$ cat src/rtl/irq_sel_pkg.sv
package irq_sel_pkg;
    typedef enum logic [0:0] {
        ST_IDLE  = 1'b0,
        ST_OFFER = 1'b1
    } sel_state_t;
endpackage

$ cat src/rtl/irq_sel_level.sv
module irq_sel_level #(
    parameter int DEPTH = 4,
    parameter int VEC_W = 8
) (
    input  logic             clk,
    input  logic             rst,
    input  logic             ins_en,
    input  logic [VEC_W-1:0] ins_vec,
    input  logic             rem_en,
    input  logic [VEC_W-1:0] rem_vec,
    output logic             nonempty,
    output logic [VEC_W-1:0] min_vec,
    output logic             drop
);
    localparam int IDX_W = (DEPTH > 1) ? $clog2(DEPTH) : 1;

    logic [DEPTH-1:0] slot_v;
    logic [DEPTH-1:0] slot_v_nxt;
    logic [VEC_W-1:0] slot_d [DEPTH];
    logic             hit;
    logic             full;
    logic             have_free;
    logic [IDX_W-1:0] free_idx;
    logic             do_ins;

    // Duplicate search and first free slot
    always_comb begin
        hit       = 1'b0;
        have_free = 1'b0;
        free_idx  = '0;
        for (int i = 0; i < DEPTH; i++) begin
            if (slot_v[i] && slot_d[i] == ins_vec) hit = 1'b1;
            if (!slot_v[i] && !have_free) begin
                have_free = 1'b1;
                free_idx  = IDX_W'(i);
            end
        end
    end

    assign full   = &slot_v;
    assign drop   = ins_en && !hit && full;
    assign do_ins = ins_en && !hit && have_free;

    // Smallest stored vector
    always_comb begin
        nonempty = 1'b0;
        min_vec  = '0;
        for (int i = 0; i < DEPTH; i++) begin
            if (slot_v[i] && (!nonempty || slot_d[i] < min_vec)) begin
                nonempty = 1'b1;
                min_vec  = slot_d[i];
            end
        end
    end

    // Occupancy update: insert into a free slot, clear on matching removal
    always_comb begin
        slot_v_nxt = slot_v;
        if (do_ins) slot_v_nxt[free_idx] = 1'b1;
        if (rem_en) begin
            for (int i = 0; i < DEPTH; i++) begin
                if (slot_v[i] && slot_d[i] == rem_vec) slot_v_nxt[i] = 1'b0;
            end
        end
    end

    always_ff @(posedge clk) begin
        if (rst) slot_v <= '0;
        else     slot_v <= slot_v_nxt;
    end

    always_ff @(posedge clk) begin
        if (do_ins) slot_d[free_idx] <= ins_vec;
    end

    // a dropped post leaves the level untouched
    p_drop_keeps_r8: assert property (@(posedge clk) disable iff (rst)
        (drop && !rem_en) |=> $stable(slot_v));

    // posting a stored vector leaves the level untouched
    p_dup_keeps_r5: assert property (@(posedge clk) disable iff (rst)
        (ins_en && hit && !rem_en) |=> $stable(slot_v));
endmodule

$ cat src/rtl/irq_sel_arbiter.sv
module irq_sel_arbiter #(
    parameter int NUM_LVL  = 8,
    parameter int LVL_W    = 3,
    parameter int OPEN_MAX = 3
) (
    input  logic [NUM_LVL-1:0] lvl_busy,
    input  logic [LVL_W-1:0]   cur_pri,
    output logic               found,
    output logic [LVL_W-1:0]   win_lvl
);
    logic [LVL_W:0] start_lvl;

    always_comb begin
        if (int'(cur_pri) <= OPEN_MAX) start_lvl = '0;
        else                           start_lvl = {1'b0, cur_pri} + 1'b1;
    end

    // Scan from the top down so the lowest eligible level is left standing
    always_comb begin
        found   = 1'b0;
        win_lvl = '0;
        for (int i = NUM_LVL - 1; i >= 0; i--) begin
            if (lvl_busy[i] && (i >= int'(start_lvl))) begin
                found   = 1'b1;
                win_lvl = LVL_W'(i);
            end
        end
    end
endmodule

$ cat src/rtl/irq_level_select.sv
module irq_level_select
    import irq_sel_pkg::*;
#(
    parameter int DEPTH    = 4,
    parameter int VEC_W    = 8,
    parameter int NUM_LVL  = 8,
    parameter int OPEN_MAX = 3
) (
    input  logic                       clk,
    input  logic                       rst,
    input  logic                       post_en,
    input  logic [$clog2(NUM_LVL)-1:0] post_lvl,
    input  logic [VEC_W-1:0]           post_vec,
    input  logic [$clog2(NUM_LVL)-1:0] cur_pri,
    input  logic                       boundary,
    output logic                       sel_valid,
    output logic [$clog2(NUM_LVL)-1:0] sel_lvl,
    output logic [VEC_W-1:0]           sel_vec,
    input  logic                       sel_ready,
    output logic                       ovf_pulse
);
    localparam int LVL_W = $clog2(NUM_LVL);

    sel_state_t       state_q, state_d;
    logic [LVL_W-1:0] lvl_q;
    logic [VEC_W-1:0] vec_q;
    logic             ovf_q;
    logic             launch;
    logic             retire;

    logic [NUM_LVL-1:0] busy;
    logic [NUM_LVL-1:0] drops;
    logic [VEC_W-1:0]   lvl_min [NUM_LVL];
    logic               found;
    logic [LVL_W-1:0]   win_lvl;

    for (genvar g = 0; g < NUM_LVL; g++) begin : g_lvl
        irq_sel_level #(.DEPTH(DEPTH), .VEC_W(VEC_W)) u_level (
            .clk      (clk),
            .rst      (rst),
            .ins_en   (post_en && (post_lvl == LVL_W'(g))),
            .ins_vec  (post_vec),
            .rem_en   (retire && (lvl_q == LVL_W'(g))),
            .rem_vec  (vec_q),
            .nonempty (busy[g]),
            .min_vec  (lvl_min[g]),
            .drop     (drops[g])
        );
    end

    irq_sel_arbiter #(.NUM_LVL(NUM_LVL), .LVL_W(LVL_W), .OPEN_MAX(OPEN_MAX)) u_arb (
        .lvl_busy (busy),
        .cur_pri  (cur_pri),
        .found    (found),
        .win_lvl  (win_lvl)
    );

    // Next-state logic
    always_comb begin
        state_d = state_q;
        launch  = 1'b0;
        retire  = 1'b0;
        unique case (state_q)
            ST_IDLE: begin
                if (boundary && found) begin
                    launch  = 1'b1;
                    state_d = ST_OFFER;
                end
            end
            ST_OFFER: begin
                if (sel_ready) begin
                    retire  = 1'b1;
                    state_d = ST_IDLE;
                end
            end
            default: state_d = ST_IDLE;
        endcase
    end

    // State register
    always_ff @(posedge clk) begin
        if (rst) state_q <= ST_IDLE;
        else     state_q <= state_d;
    end

    // Latched offer and overflow flag
    always_ff @(posedge clk) begin
        if (rst) begin
            lvl_q <= '0;
            vec_q <= '0;
            ovf_q <= 1'b0;
        end else begin
            ovf_q <= |drops;
            if (launch) begin
                lvl_q <= win_lvl;
                vec_q <= lvl_min[win_lvl];
            end
        end
    end

    // Outputs
    always_comb begin
        sel_valid = (state_q == ST_OFFER);
        sel_lvl   = lvl_q;
        sel_vec   = vec_q;
        ovf_pulse = ovf_q;
    end

    // offer held steady until accepted
    p_hold_r6: assert property (@(posedge clk) disable iff (rst)
        (sel_valid && !sel_ready) |=> (sel_valid && $stable(sel_vec) && $stable(sel_lvl)));

    // accept ends the offer
    p_accept_r6: assert property (@(posedge clk) disable iff (rst)
        (sel_valid && sel_ready) |=> !sel_valid);

    // an offer rises only from a sampled boundary
    p_from_boundary_r7: assert property (@(posedge clk) disable iff (rst)
        $rose(sel_valid) |-> $past(boundary));

    // the offered level was eligible under the priority at launch
    p_eligible_r2: assert property (@(posedge clk) disable iff (rst)
        $rose(sel_valid) |-> ((int'($past(cur_pri)) <= OPEN_MAX) || (sel_lvl > $past(cur_pri))));
endmodule

$ cat config.mk
export PLATFORM = sky130hd
export DESIGN_NAME = irq_level_select
export DESIGN_NICKNAME = d
export VERILOG_FILES = /design/src/rtl/irq_sel_pkg.sv /design/src/rtl/irq_sel_level.sv /design/src/rtl/irq_sel_arbiter.sv /design/src/rtl/irq_level_select.sv
export SDC_FILE = /design/constraint.sdc
export NUM_CORES = 1
export LEC_CHECK = 0
export ABC_AREA = 1
export BUFFER_PORTS_ARGS = -buffer_cell sky130_fd_sc_hd__buf_2
export CORE_MARGIN = 1
export CORE_UTILIZATION = 28
export CTS_CLUSTER_DIAMETER = 60
export CTS_CLUSTER_SIZE = 8
export DETAILED_ROUTE_END_ITERATION = 6
export GPL_ROUTABILITY_DRIVEN = 0
export PLACE_DENSITY = 0.45
export SLEW_MARGIN = 20
export SYNTH_ARGS = -nofsm -noshare
export SYNTH_HDL_FRONTEND = slang
export SYNTH_SLANG_ARGS = --single-unit
$ cat constraint.sdc
create_clock -name clk -period 4.3 [get_ports clk]
set_input_delay 0 -clock clk [delete_from_list [all_inputs] [get_ports clk]]
set_output_delay 0 -clock clk [all_outputs]
set_load 0.01 [all_outputs]
==> summary.md <==
| Metric | Value |
|---|---|
| Initial antenna violation count | `2` |
| Worst Hold End | `g_lvl[3].u_level.slot_d[1][2]` |
| Final setup viols | `8` |
| Layout net count | `3,569` |
| Core Box Area | `0.0820 mm^2` |
| CTS root buffer | `clkbuf_16` |
| Leak | `13.5 nW` |
| Max Cap Violations | `0` |
| Min Tclk post-route | `4.50 ns` |
| Arr. time, crit path | `5.05 ns` |
| Main flop type after synthesis | `edfxtp_1` |
| Die width | `roughly 290 um` |
| Dpl ws | `-0.975 ns` |
| Rows | `105` |
| Non-filler cells, final | `around 4,500` |
| Ys Warns | `0` |
| Final WS setup | `-0.196 ns` |
| Crit Path Category | `flip-flop to flip-flop` |
| Largest stage delay, worst path | `0.39 ns` |
| TritonCTS clock tree | `built` |
| First-pass GRT wire length | `151 mm` |
| Unrepaired setup endpoints after global routing | `true` |
| DR vias/cell | `about 5.5` |
| CTS clk-pin slew, worst paths | `0.05 ns` |
| Synthesized cell area | `0.0231 mm^2` |
| Crit Path Max Fanout | `8` |
| Post-route cell area | `0.0325 mm^2` |
| FMAX | `222 MHz` |
| Hold path startpoint | `post_vec[2]` |
| Placed cell area | `roughly 0.028 mm^2` |
| Reg2reg start | `g_lvl[0].u_level.slot_v[0]` |
| Synth Register Bits | `approximately 300` |
| Pwr dens | `257 mW/mm^2` |
| H-Tree Depth | `2` |
| DRT antenna net count | `0` |
| Slew margin rel. | `approximately 25%` |
| Fin util | `39.7%` |
| R2R Setup Slk | `-0.20 ns` |
| Drt drc | `0` |
| Worst r2r dst | `sel_vec[7]` |
| Syn Area/Cell | `about 8.1 um^2` |
| Reg area | `0.00863 mm^2` |
| Number of global-route vias before repair | `23,939` |
| Post-synth EDFFs | `256` |
| # clock sinks | `between 300 and 400` |
| Worst path slowest cell | `dfxtp_4` |
| Worst Tran Pin Value | `between 1 and 1.5 ns` |
| Hold Path Stages | `2` |
| Worst vdd ir | `roughly 0.24 mV` |
| Grt total ovfl | `0` |
| Min-Delay Path Class | `input pin to flip-flop` |
| Total power | `8.35 mW` |
| Clock Latency Late Sink | `~0.61 ns` |
| Final worst clock skew | `about 0.020 ns` |
| Fin. Hold Viols | `0` |
| Net count after synthesis | `3,062` |
| Failing checks | `negative setup slack` |
| Slew Viols, Final | `0` |
| Synth-to-Final Area Change | `40.6%` |
| Cells after Synth | `2,874` |
| Largest net degree at the start of global routing | `59` |
| Initial core utilization | `28.2%` |
| Layout cells sized above 1 | `33.0%` |
| Crit. End Element | `flip-flop` |
| Die Footprint | `0.0838 mm^2` |
| Filler cells | `about 8,000` |
| Die height | `289 um` |
| CP Launch Type | `flip-flop` |
| Num CTS Buffers | `50` |
| Post-DP HPWL | `67.9 mm` |
| Req. time, crit path | `4.85 ns` |
| TritonRoute pass-1 iters | `6` |
| Port Buf Inserts | `31` |
| Final WL | `roughly 100 mm` |
| Final Cycle Share | `105%` |
| Register area share after synthesis | `37.1%` |
| Routed WL per cell | `roughly 23 um` |
| Run status | `complete, but fails checks` |
| Synth cell types | `44` |
| # IOs | `32` |
| Asr flop ratio synth | `0%` |
| Area of the multi-input gates | `0.0157 mm^2` |
| R2r worst-path depth | `34` |
| DR vias | `about 25,000` |
| Maximum clock path buffer count | `3` |
| Initial drt markers | `2,059` |
| DP Cell Count | `4,310` |
| Total global routing track utilization | `23.8%` |
==> metal layers <==
layer | GRT usage, % | vias to the layer above | part of all wire (%)
met1 | 32.2 | 12016 | 43
met3 | 3.85 | 297 | 8.3
met5 | 0 | - | 0
met4 | 8.74 | 0 | 4.1
li1 | - | 11300 | -
met2 | 38.2 | 1161 | 45
==> worst max-delay path by stage <==
stage                                           from          to  slack (ns)  cells after the start
after detailed placement  g_lvl[2].u_level.slot_v[0]  sel_vec[7]       -0.98                     30
after global placement    g_lvl[2].u_level.slot_v[0]  sel_vec[7]       -0.95                     30
final                     g_lvl[0].u_level.slot_v[0]  sel_vec[7]       -0.20                     34
after CTS                 g_lvl[3].u_level.slot_v[0]  sel_vec[7]       -0.15                     34
after floorplan           g_lvl[0].u_level.slot_v[0]  sel_vec[5]       0.005                     35
after global routing      g_lvl[0].u_level.slot_v[0]  sel_vec[7]       -0.44                     34
==> through the flow <==
stage                     hold WS (ns)  TNS (ns)
after CTS                      0.00674     -1.06
after detailed placement         0.287     -7.38
final                           0.0284     -1.37
after floorplan                 0.0915         0
after global routing            0.0285     -3.36
after global placement           0.277     -7.09
==> worst max-delay path, delay by kind of cell, from the launching register on <==
family	cells	cell delay, ns
buf+inv	3	0.28
fa+ha+maj	2	0.55
compound gates	6	1.16
simple gates	23	2.06
flops	1	0.39
==> cells in the final DEF, fill, tap and decap left out, drive strengths merged, types with 4 or more instances in the layout <==
cell / netlist / final
clkbuf: 105 / 79
a21oi: 112 / 112
o21ai: 188 / 188
nand3b: 11 / 11
buf: 32 / 561
ha: 169 / 169
nand2: 685 / 708
dlygate4sd3: 0 / 8
xnor2: 53 / 53
a41oi: 10 / 10
a2111oi: 46 / 46
nor3: 50 / 50
nand3: 233 / 233
nand4: 22 / 22
o22ai: 138 / 138
o21a: 8 / 8
o221ai: 4 / 4
edfxtp: 256 / 256
dfxtp: 45 / 45
xor2: 167 / 167
o211ai: 4 / 4
inv: 257 / 260
nor4: 40 / 40
a31oi: 23 / 23
o41ai: 7 / 7
clkinv: 5 / 14
nor2: 110 / 110
or2: 8 / 8
a211oi: 37 / 37
o2111ai: 14 / 14
a221oi: 24 / 24
==> sequential cells by signal, indices dropped and copies added (netlist names) <==
name and count:
g_lvl.u_level.slot_d 256, g_lvl.u_level.slot_v 32, sel_vec 8, sel_lvl 3, ovf_pulse 1, sel_valid 1
==> area by class of cell <==
| cell class | instances | area share (%) |
|---|---|---|
| multi-input cells | 2197 | 48.3 |
| flip-flops and latches | 301 | 26.5 |
| repair buffers | 569 | 13.5 |
| clock buffers | 79 | 4.21 |
| well taps | 1070 | 4.11 |
| inverters | 262 | 3.02 |
| clock inverters | 15 | 0.338 |
| diodes | 1 | 0.00769 |
==> synth_stat cells (all sizes together), types with 5 or more instances <==
library cell,count,area (um^2)
a41oi,10,87.6
or2,8,50.1
o21a,8,60.1
nor4,40,250
o21ai,188,941
a211oi,37,278
nand4,22,138
dfxtp,45,901
buf,32,139
a2111oi,46,403
nor2,110,415
nand3b,11,82.6
nand2,685,2750
a221oi,24,210
o22ai,138,863
clkinv,5,18.8
nand3,233,1170
ha,169,2110
o41ai,7,61.3
nor3,50,250
o2111ai,14,123
clkbuf,105,395
xor2,167,1460
edfxtp,256,7690
inv,257,965
a31oi,23,144
xnor2,53,464
a21oi,112,561
==> cells by family (layout without fill, tap and decap cells) <==
kind of cell | Yosys count | in the layout | share of synthesized area [%]
simple gates | 1160 | 1183 | 22.1
flops | 301 | 301 | 37.1
fa+ha+maj | 169 | 169 | 9.14
compound gates | 625 | 625 | 16.8
xor+xnor | 220 | 220 | 8.33
buf+inv | 399 | 925 | 6.56
other cells | 0 | 1 | 0
==> power breakdown <==
| group | leakage (nW) | internal, mW | switching (mW) | total [mW] |
|---|---|---|---|---|
| combinational | 10.1 | 0.464 | 0.917 | 1.38 |
| sequential | 2.68 | 3.20 | 0.0697 | 3.27 |
| clock | 0.707 | 2.18 | 1.52 | 3.70 |
==> repair_timing <==
| item | in CTS | in global routing |
|---|---|---|
| gates cloned | 16 | 7 |
| pin swaps | 91 | 174 |
| endpoints found under the setup margin | 8 | 8 |
| buffers inserted | 32 | 37 |
| endpoints found under the hold margin | 107 | 0 |
| hold buffers | 8 | 0 |
| resized for setup | 322 | 319 |
Note: power is estimated with default switching activity, not from simulation.
